===== src/rtl/fcd_pkg.sv =====
package fcd_pkg;

  typedef enum logic [2:0] {
    S_IDLE,
    S_UNL1,
    S_UNL2,
    S_PROG,
    S_ERS1,
    S_ERS2,
    S_ERS3
  } seq_state_e;

  typedef enum logic {
    OP_PROG  = 1'b0,
    OP_ERASE = 1'b1
  } op_kind_e;

  localparam logic [7:0] K_UNLOCK_A  = 8'hAA;
  localparam logic [7:0] K_UNLOCK_B  = 8'h55;
  localparam logic [7:0] K_PROG_SET  = 8'hA0;
  localparam logic [7:0] K_ERASE_SET = 8'h80;
  localparam logic [7:0] K_CHIP_ERS  = 8'h10;
  localparam logic [7:0] K_IDENT     = 8'h90;
  localparam logic [7:0] K_RESET     = 8'hF0;

  localparam logic [15:0] A_UNLOCK_A = 16'h0555;
  localparam logic [15:0] A_UNLOCK_B = 16'h02AA;

  // Bit 7 is chosen so that the whole byte has an odd number of ones.
  function automatic logic [7:0] odd_code(input logic [6:0] c);
    return {~(^c), c};
  endfunction

endpackage


===== src/rtl/fcd_seq.sv =====
module fcd_seq
  import fcd_pkg::*;
#(
  parameter int ADDR_W = 17,
  parameter int CMD_AW = 11
) (
  input  logic              clk,
  input  logic              rst_n,
  input  logic              wr_en,
  input  logic [ADDR_W-1:0] wr_addr,
  input  logic [7:0]        wr_data,
  output logic              prog_evt,
  output logic              erase_evt,
  output logic              asel_evt,
  output logic              reset_evt,
  output seq_state_e        state_o
);

  localparam logic [CMD_AW-1:0] LA = A_UNLOCK_A[CMD_AW-1:0];
  localparam logic [CMD_AW-1:0] LB = A_UNLOCK_B[CMD_AW-1:0];

  seq_state_e state_q, state_d;
  logic [CMD_AW-1:0] low;
  logic hit_a, hit_b;

  function automatic logic cmd_is(input logic [CMD_AW-1:0] a,
                                  input logic [7:0] d,
                                  input logic [7:0] k);
    return (a == LA) && (d == k);
  endfunction

  assign low   = wr_addr[CMD_AW-1:0];
  assign hit_a = cmd_is(low, wr_data, K_UNLOCK_A);
  assign hit_b = (low == LB) && (wr_data == K_UNLOCK_B);

  always_comb begin
    state_d   = state_q;
    prog_evt  = 1'b0;
    erase_evt = 1'b0;
    asel_evt  = 1'b0;
    reset_evt = 1'b0;
    if (wr_en) begin
      if (state_q == S_PROG) begin
        prog_evt = 1'b1;
        state_d  = S_IDLE;
      end else if (wr_data == K_RESET) begin
        reset_evt = 1'b1;
        state_d   = S_IDLE;
      end else begin
        state_d = S_IDLE;
        unique case (state_q)
          S_IDLE: if (hit_a) state_d = S_UNL1;
          S_UNL1: if (hit_b) state_d = S_UNL2;
          S_UNL2: begin
            if (cmd_is(low, wr_data, K_PROG_SET))       state_d = S_PROG;
            else if (cmd_is(low, wr_data, K_ERASE_SET)) state_d = S_ERS1;
            else if (cmd_is(low, wr_data, K_IDENT))     asel_evt = 1'b1;
          end
          S_ERS1: if (hit_a) state_d = S_ERS2;
          S_ERS2: if (hit_b) state_d = S_ERS3;
          S_ERS3: if (cmd_is(low, wr_data, K_CHIP_ERS)) erase_evt = 1'b1;
          default: state_d = S_IDLE;
        endcase
      end
    end
  end

  always_ff @(posedge clk) begin
    if (!rst_n) state_q <= S_IDLE;
    else        state_q <= state_d;
  end

  assign state_o = state_q;

  // an unrelated data byte outside the program-data step drops the sequence
  p_break_idle_r5: assert property (@(posedge clk) disable iff (!rst_n)
    (wr_en && state_q != S_PROG && wr_data != K_UNLOCK_A && wr_data != K_UNLOCK_B &&
     wr_data != K_PROG_SET && wr_data != K_ERASE_SET && wr_data != K_CHIP_ERS &&
     wr_data != K_IDENT) |=> (state_q == S_IDLE));

  p_evt_excl_r12: assert property (@(posedge clk) disable iff (!rst_n)
    $onehot0({prog_evt, erase_evt, asel_evt, reset_evt}));

  // a reset byte always lands the sequencer in idle
  p_reset_idle_r10: assert property (@(posedge clk) disable iff (!rst_n)
    reset_evt |=> (state_q == S_IDLE));

endmodule


===== src/rtl/fcd_launch.sv =====
module fcd_launch
  import fcd_pkg::*;
#(
  parameter int ADDR_W    = 17,
  parameter int SECT_BITS = 3,
  localparam int NSECT    = 1 << SECT_BITS
) (
  input  logic              clk,
  input  logic              rst_n,
  input  logic              prog_evt,
  input  logic              erase_evt,
  input  logic [ADDR_W-1:0] wr_addr,
  input  logic [7:0]        wr_data,
  input  logic [NSECT-1:0]  sect_prot,
  output logic              prot_hit,
  output logic              op_start,
  output op_kind_e          op_kind,
  output logic [ADDR_W-1:0] op_addr,
  output logic [7:0]        op_data
);

  function automatic logic sect_locked(input logic [ADDR_W-1:0] a,
                                       input logic [NSECT-1:0] p);
    return p[a[ADDR_W-1 -: SECT_BITS]];
  endfunction

  logic accept_prog;

  assign prot_hit    = sect_locked(wr_addr, sect_prot);
  assign accept_prog = prog_evt && !prot_hit;

  always_ff @(posedge clk) begin
    if (!rst_n) begin
      op_start <= 1'b0;
      op_kind  <= OP_PROG;
      op_addr  <= '0;
      op_data  <= '0;
    end else begin
      op_start <= accept_prog || erase_evt;
      if (accept_prog) begin
        op_kind <= OP_PROG;
        op_addr <= wr_addr;
        op_data <= wr_data;
      end else if (erase_evt) begin
        op_kind <= OP_ERASE;
        op_addr <= '0;
        op_data <= 8'hFF;
      end
    end
  end

  p_prot_block_r4: assert property (@(posedge clk) disable iff (!rst_n)
    (prog_evt && prot_hit) |=> !op_start);

  p_single_pulse_r12: assert property (@(posedge clk) disable iff (!rst_n)
    op_start |=> !op_start);

  p_hold_fields_r12: assert property (@(posedge clk) disable iff (!rst_n)
    (!prog_evt && !erase_evt) |=> ($stable(op_addr) && $stable(op_data)));

  p_erase_kind_r3: assert property (@(posedge clk) disable iff (!rst_n)
    erase_evt |=> (op_start && op_kind == OP_ERASE));

endmodule


===== src/rtl/fcd_asel.sv =====
module fcd_asel
  import fcd_pkg::*;
#(
  parameter int          ADDR_W    = 17,
  parameter int          SECT_BITS = 3,
  parameter logic [6:0]  MFR_ID7   = 7'h01,
  parameter logic [6:0]  DEV_ID7   = 7'h20,
  localparam int         NSECT     = 1 << SECT_BITS
) (
  input  logic              clk,
  input  logic              rst_n,
  input  logic              asel_evt,
  input  logic              reset_evt,
  input  logic              rd_en,
  input  logic [ADDR_W-1:0] rd_addr,
  input  logic [NSECT-1:0]  sect_prot,
  output logic              asel_mode,
  output logic              rd_valid,
  output logic [7:0]        rd_data
);

  function automatic logic [7:0] ident_lookup(input logic [ADDR_W-1:0] a,
                                              input logic [NSECT-1:0] p);
    if (a[7:0] == 8'h00)      return odd_code(MFR_ID7);
    else if (a[7:0] == 8'h01) return odd_code(DEV_ID7);
    else if (a[1:0] == 2'b10) return {7'd0, p[a[ADDR_W-1 -: SECT_BITS]]};
    else                      return 8'h00;
  endfunction

  logic asel_q;

  always_ff @(posedge clk) begin
    if (!rst_n)         asel_q <= 1'b0;
    else if (reset_evt) asel_q <= 1'b0;
    else if (asel_evt)  asel_q <= 1'b1;
  end

  always_ff @(posedge clk) begin
    if (!rst_n) begin
      rd_valid <= 1'b0;
      rd_data  <= '0;
    end else if (rd_en && asel_q) begin
      rd_valid <= 1'b1;
      rd_data  <= ident_lookup(rd_addr, sect_prot);
    end else begin
      rd_valid <= 1'b0;
      rd_data  <= '0;
    end
  end

  assign asel_mode = asel_q;

  p_enter_r6: assert property (@(posedge clk) disable iff (!rst_n)
    asel_evt |=> asel_mode);

  p_exit_r10: assert property (@(posedge clk) disable iff (!rst_n)
    reset_evt |=> !asel_mode);

  p_rd_gate_r11: assert property (@(posedge clk) disable iff (!rst_n)
    rd_valid |-> $past(rd_en && asel_mode));

  p_odd_parity_r8: assert property (@(posedge clk) disable iff (!rst_n)
    (rd_valid && $past(rd_addr[7:1] == 7'd0)) |-> (^rd_data));

endmodule


===== src/rtl/flash_cmd_decoder.sv =====
module flash_cmd_decoder
  import fcd_pkg::*;
#(
  parameter int         ADDR_W    = 17,
  parameter int         CMD_AW    = 11,
  parameter int         SECT_BITS = 3,
  parameter logic [6:0] MFR_ID7   = 7'h01,
  parameter logic [6:0] DEV_ID7   = 7'h20,
  localparam int        NSECT     = 1 << SECT_BITS
) (
  input  logic              clk,
  input  logic              rst_n,
  input  logic              bus_wr,
  input  logic              bus_rd,
  input  logic [ADDR_W-1:0] bus_addr,
  input  logic [7:0]        bus_wdata,
  input  logic [NSECT-1:0]  sect_prot,
  output logic              asel_mode,
  output logic              rd_valid,
  output logic [7:0]        rd_data,
  output logic              op_start,
  output logic              op_kind,
  output logic [ADDR_W-1:0] op_addr,
  output logic [7:0]        op_data
);

  logic       prog_evt, erase_evt, asel_evt, reset_evt, prot_hit;
  seq_state_e seq_state;
  op_kind_e   kind_w;

  fcd_seq #(.ADDR_W(ADDR_W), .CMD_AW(CMD_AW)) u_seq (
    .clk(clk), .rst_n(rst_n),
    .wr_en(bus_wr), .wr_addr(bus_addr), .wr_data(bus_wdata),
    .prog_evt(prog_evt), .erase_evt(erase_evt),
    .asel_evt(asel_evt), .reset_evt(reset_evt),
    .state_o(seq_state)
  );

  fcd_launch #(.ADDR_W(ADDR_W), .SECT_BITS(SECT_BITS)) u_launch (
    .clk(clk), .rst_n(rst_n),
    .prog_evt(prog_evt), .erase_evt(erase_evt),
    .wr_addr(bus_addr), .wr_data(bus_wdata), .sect_prot(sect_prot),
    .prot_hit(prot_hit),
    .op_start(op_start), .op_kind(kind_w),
    .op_addr(op_addr), .op_data(op_data)
  );

  fcd_asel #(.ADDR_W(ADDR_W), .SECT_BITS(SECT_BITS),
             .MFR_ID7(MFR_ID7), .DEV_ID7(DEV_ID7)) u_asel (
    .clk(clk), .rst_n(rst_n),
    .asel_evt(asel_evt), .reset_evt(reset_evt),
    .rd_en(bus_rd), .rd_addr(bus_addr), .sect_prot(sect_prot),
    .asel_mode(asel_mode), .rd_valid(rd_valid), .rd_data(rd_data)
  );

  assign op_kind = kind_w;

  // a program launch follows a write made while awaiting program data
  p_prog_src_r2: assert property (@(posedge clk) disable iff (!rst_n)
    (op_start && op_kind == 1'b0) |-> $past(bus_wr && seq_state == S_PROG));

  // the protect check happens at the data write
  p_prot_seen_r4: assert property (@(posedge clk) disable iff (!rst_n)
    (op_start && op_kind == 1'b0) |-> !$past(prot_hit));

endmodule


===== config.mk =====
export PLATFORM = sky130hd
export DESIGN_NAME = flash_cmd_decoder
export DESIGN_NICKNAME = d
export VERILOG_FILES = /design/src/rtl/fcd_pkg.sv /design/src/rtl/fcd_seq.sv /design/src/rtl/fcd_launch.sv /design/src/rtl/fcd_asel.sv /design/src/rtl/flash_cmd_decoder.sv
export SDC_FILE = /design/constraint.sdc
export NUM_CORES = 1
export LEC_CHECK = 0
export CORE_UTILIZATION = 46
export CTS_BUF_LIST = sky130_fd_sc_hd__clkbuf_4
export DETAILED_ROUTE_END_ITERATION = 8
export PLACE_DENSITY = 0.9
export SLEW_MARGIN = 5
export SYNTH_ARGS = -nofsm -noshare
export SYNTH_HDL_FRONTEND = slang
export SYNTH_SLANG_ARGS = --single-unit

===== constraint.sdc =====
create_clock -name clk -period 3 [get_ports clk]
set_clock_uncertainty 0.15 [all_clocks]
set_input_delay 0.45 -clock clk [delete_from_list [all_inputs] [get_ports clk]]
set_output_delay 0.45 -clock clk [all_outputs]
set_load 0.05 [all_outputs]

==> results by group <==
Status
  • Status: finished, final reports clean

Global routing
  • Grt ovf: 0
  • GRT Total Usage: a little under a quarter
  • Initial antenna violation count: 0
  • Vias in the first global route: 1,476
  • First-pass GRT wire length: 6510 um
  • Largest net degree at the start of global routing: 52

Logic synthesis
  • Post-synth EDFFs: 0
  • Post-synth top area share: 42.0%
  • Top cells by area, synth: dfxtp_1 (42%), nand4_1 (7.3%), nand2_1 (6.5%)
  • Post-synth ARST share: 0%
  • Post-Syn Instances: 202
  • Largest area contributor in the netlist: dfxtp_1
  • Yosys warns: 0
  • Unique masters post-synth: 34
  • Yosys reg bits: 34
  • Sequential-to-total area share from yosys stat: 42.0%
  • Synthesized area per cell: 8.02 um^2
  • Main synth FF type: dfxtp_1
  • Netlist Area Pre-Place: 1620 um^2

Setup path
  • R2r worst-path depth: 5
  • Reg-to-Reg Start: u_seq.state_o[0]
  • Critical Setup Path Class: input port to register
  • CP Capture Type: register
  • Critical path launch point: bus_addr[16]
  • Critical Path Source Type: input port
  • Reg2reg setup slack: 0.95 ns
  • CP max FO: ~50
  • R2R Path End: u_launch.op_data[1]
  • CP endpoint: u_launch.op_data[1]
  • Worst EP required: 3.05 ns
  • CP arrival: 2.54 ns

Route
  • Final wirelength: 4130 um
  • Post-route ant nets: 0
  • First-pass DRT Iterations: 4
  • DR vias: 1,702
  • Remaining DRCs: 0
  • Detailed Route Iter0 Violations: 126
  • WL per Instance: approximately 13 um
  • Vias per inst: 5.42

Power and ir drop
  • Peak supply drop: 0.210 mV
  • Leak Pwr: about 0.84 nW
  • Power Dens Cells: 343 nW/um^2

Clock tree
  • Root Buffer Master: clkbuf_4
  • Clock buffer depth: 2
  • CTS-repair resized insts: 0
  • Hold buffer count at CTS: 0
  • Number of CTS-inserted buffers: 5
  • Post-CTS Setup Bufs: 0
  • # clock sinks: 34
  • H-tree depth: 2
  • TritonCTS clock tree: done
  • Clk_lat worst skew: 0.32 ns
  • Clk slew on worst S/H paths: 0.10 ns

Finish
  • Commonest non-fill, non-tap cells in the layout: clkdlybuf4s50_1 (67), dfxtp_1 (34), nand2_1 (28)
  • Final Util: 70.3%
  • Filler cell count: 292
  • Final nets: 304
  • Final std cells w/o fill: 314
  • Layout cells sized above 1: 5.97%
  • Commonest non-fill, non-tap cell in the layout: clkdlybuf4s50_1
  • ANT cells: 0
  • Area Growth Syn to Fin: 46.0%

Place
  • Gpl congestion: 0.850
  • Buffers on Ports: 67
  • Placed cells: 306
  • Placed wire-length estimate: 3140 um

STA
  • Max_slew headroom: 61.6%
  • Fin crit period: 2.49 ns
  • Setup-failing EPs final: 0
  • Setup total negative slack: 0 ns
  • Fmax: 401 MHz
  • Period utilization: 83.2%
  • Max Slew Vio Count: 0
  • Hold slack: 0.306 ns
  • Fin. Hold Viols: 0
  • RSZ-0062 raised after global routing: false
  • Worst slew pin tran: 0.577 ns

Hold path
  • Min-delay worst type: register to register
  • Worst Hold Launch: u_launch.op_addr[16]

Die
  • IO Pins: 74
  • Initial core utilization: 48.2%
  • Die width: slightly above 60 um
  • Placeable Area: ~3400 um^2
  • DIE AREA: 3760 um^2
  • # rows: 21
  • Die height: 61.4 um

Run
  • Max cap viols: 0
[state kept, by name, indices dropped and copies added, names as in the netlist]
signal             flops
u_seq.state_o          3
u_launch.op_kind       1
u_launch.op_start      1
u_launch.op_addr      17
u_asel.asel_mode       1
u_launch.op_data       8
u_asel.rd_data         2
u_asel.rd_valid        1
[per-stage QoR]
step / power (W) / cell area (um^2) / worst slack (ns)
finish: 0.000812 / 2370 / 0.505
global route: 0.000852 / 2370 / 0.331
CTS: 0.000813 / 2370 / 0.514
detailed placement: 0.000582 / 2310 / 0.183
global placement: 0.000581 / 2310 / 0.274
floorplan: 0.000519 / 1640 / 0.937
[power breakdown]
group | switching, W | internal, W
clock network | 0.000152 | 0.0000871
logic | 0.0000616 | 0.0000606
registers | 0.0000000000281 | 0.000451
total | 0.000213 | 0.000599
[routing by layer]
metal	GRT usage, %	up-vias	routed length (um)
li1	-	864	-
met1	28.4	763	1760
met2	39.8	67	2010
met3	7.35	8	283
met4	7.62	0	74
met5	0	-	0
[cells by family (layout without fill, tap and decap cells)]
group / count (synthesis) / after routing / synth area share, %
mux: 4 / 4 / 3.40
other cells: 1 / 6 / 0.231
buf+inv: 21 / 82 / 6.64
compound gates: 46 / 46 / 15.8
flops: 34 / 34 / 42.0
simple gates: 96 / 96 / 32.0
[how the worst min path moves through the flow]
stage                                       to  slack, ns  depth (start not counted)
after floorplan               u_seq.state_o[0]       0.33                          2
after global placement    u_launch.op_addr[16]       0.29                          2
after detailed placement  u_launch.op_addr[16]       0.30                          2
after CTS                 u_launch.op_addr[16]       0.31                          2
after global routing      u_launch.op_addr[12]       0.34                          2
final                     u_launch.op_addr[16]       0.31                          2
[Yosys cell counts, drive strengths merged, types with 3 or more instances]
library cell	count
dfxtp	34
nand2	28
o21ai	28
nand4	19
a21oi	13
nor2	13
buf	12
clkbuf	6
nor3	6
nand3	5
and3	4
nor3b	4
nor4	4
inv	3
nand4b	3
nor2b	3
nor4b	3
[critical path, stage by stage]
cell	delay (ns)
clkdlybuf4s50_1	0.60
mux2_2	0.36
nor3b_1	0.42
o41ai_4	0.14
buf_4	0.28
o21ai_0	0.21
a21oi_1	0.07
[cell type report]
| type | instances | area, um^2 | area share (%) |
|---|---|---|---|
| Multi-Input combinational cell | 152 | 862 | 36.4 |
| Clock buffer | 5 | 37.5 | 1.59 |
| Sequential cell | 34 | 681 | 28.8 |
| Timing Repair Buffer | 71 | 701 | 29.6 |
| Inverter | 3 | 11.3 | 0.476 |
| Tap cell | 46 | 57.6 | 2.43 |
| Clock inverter | 3 | 16.3 | 0.687 |
Power figures use the tool's default switching activity.
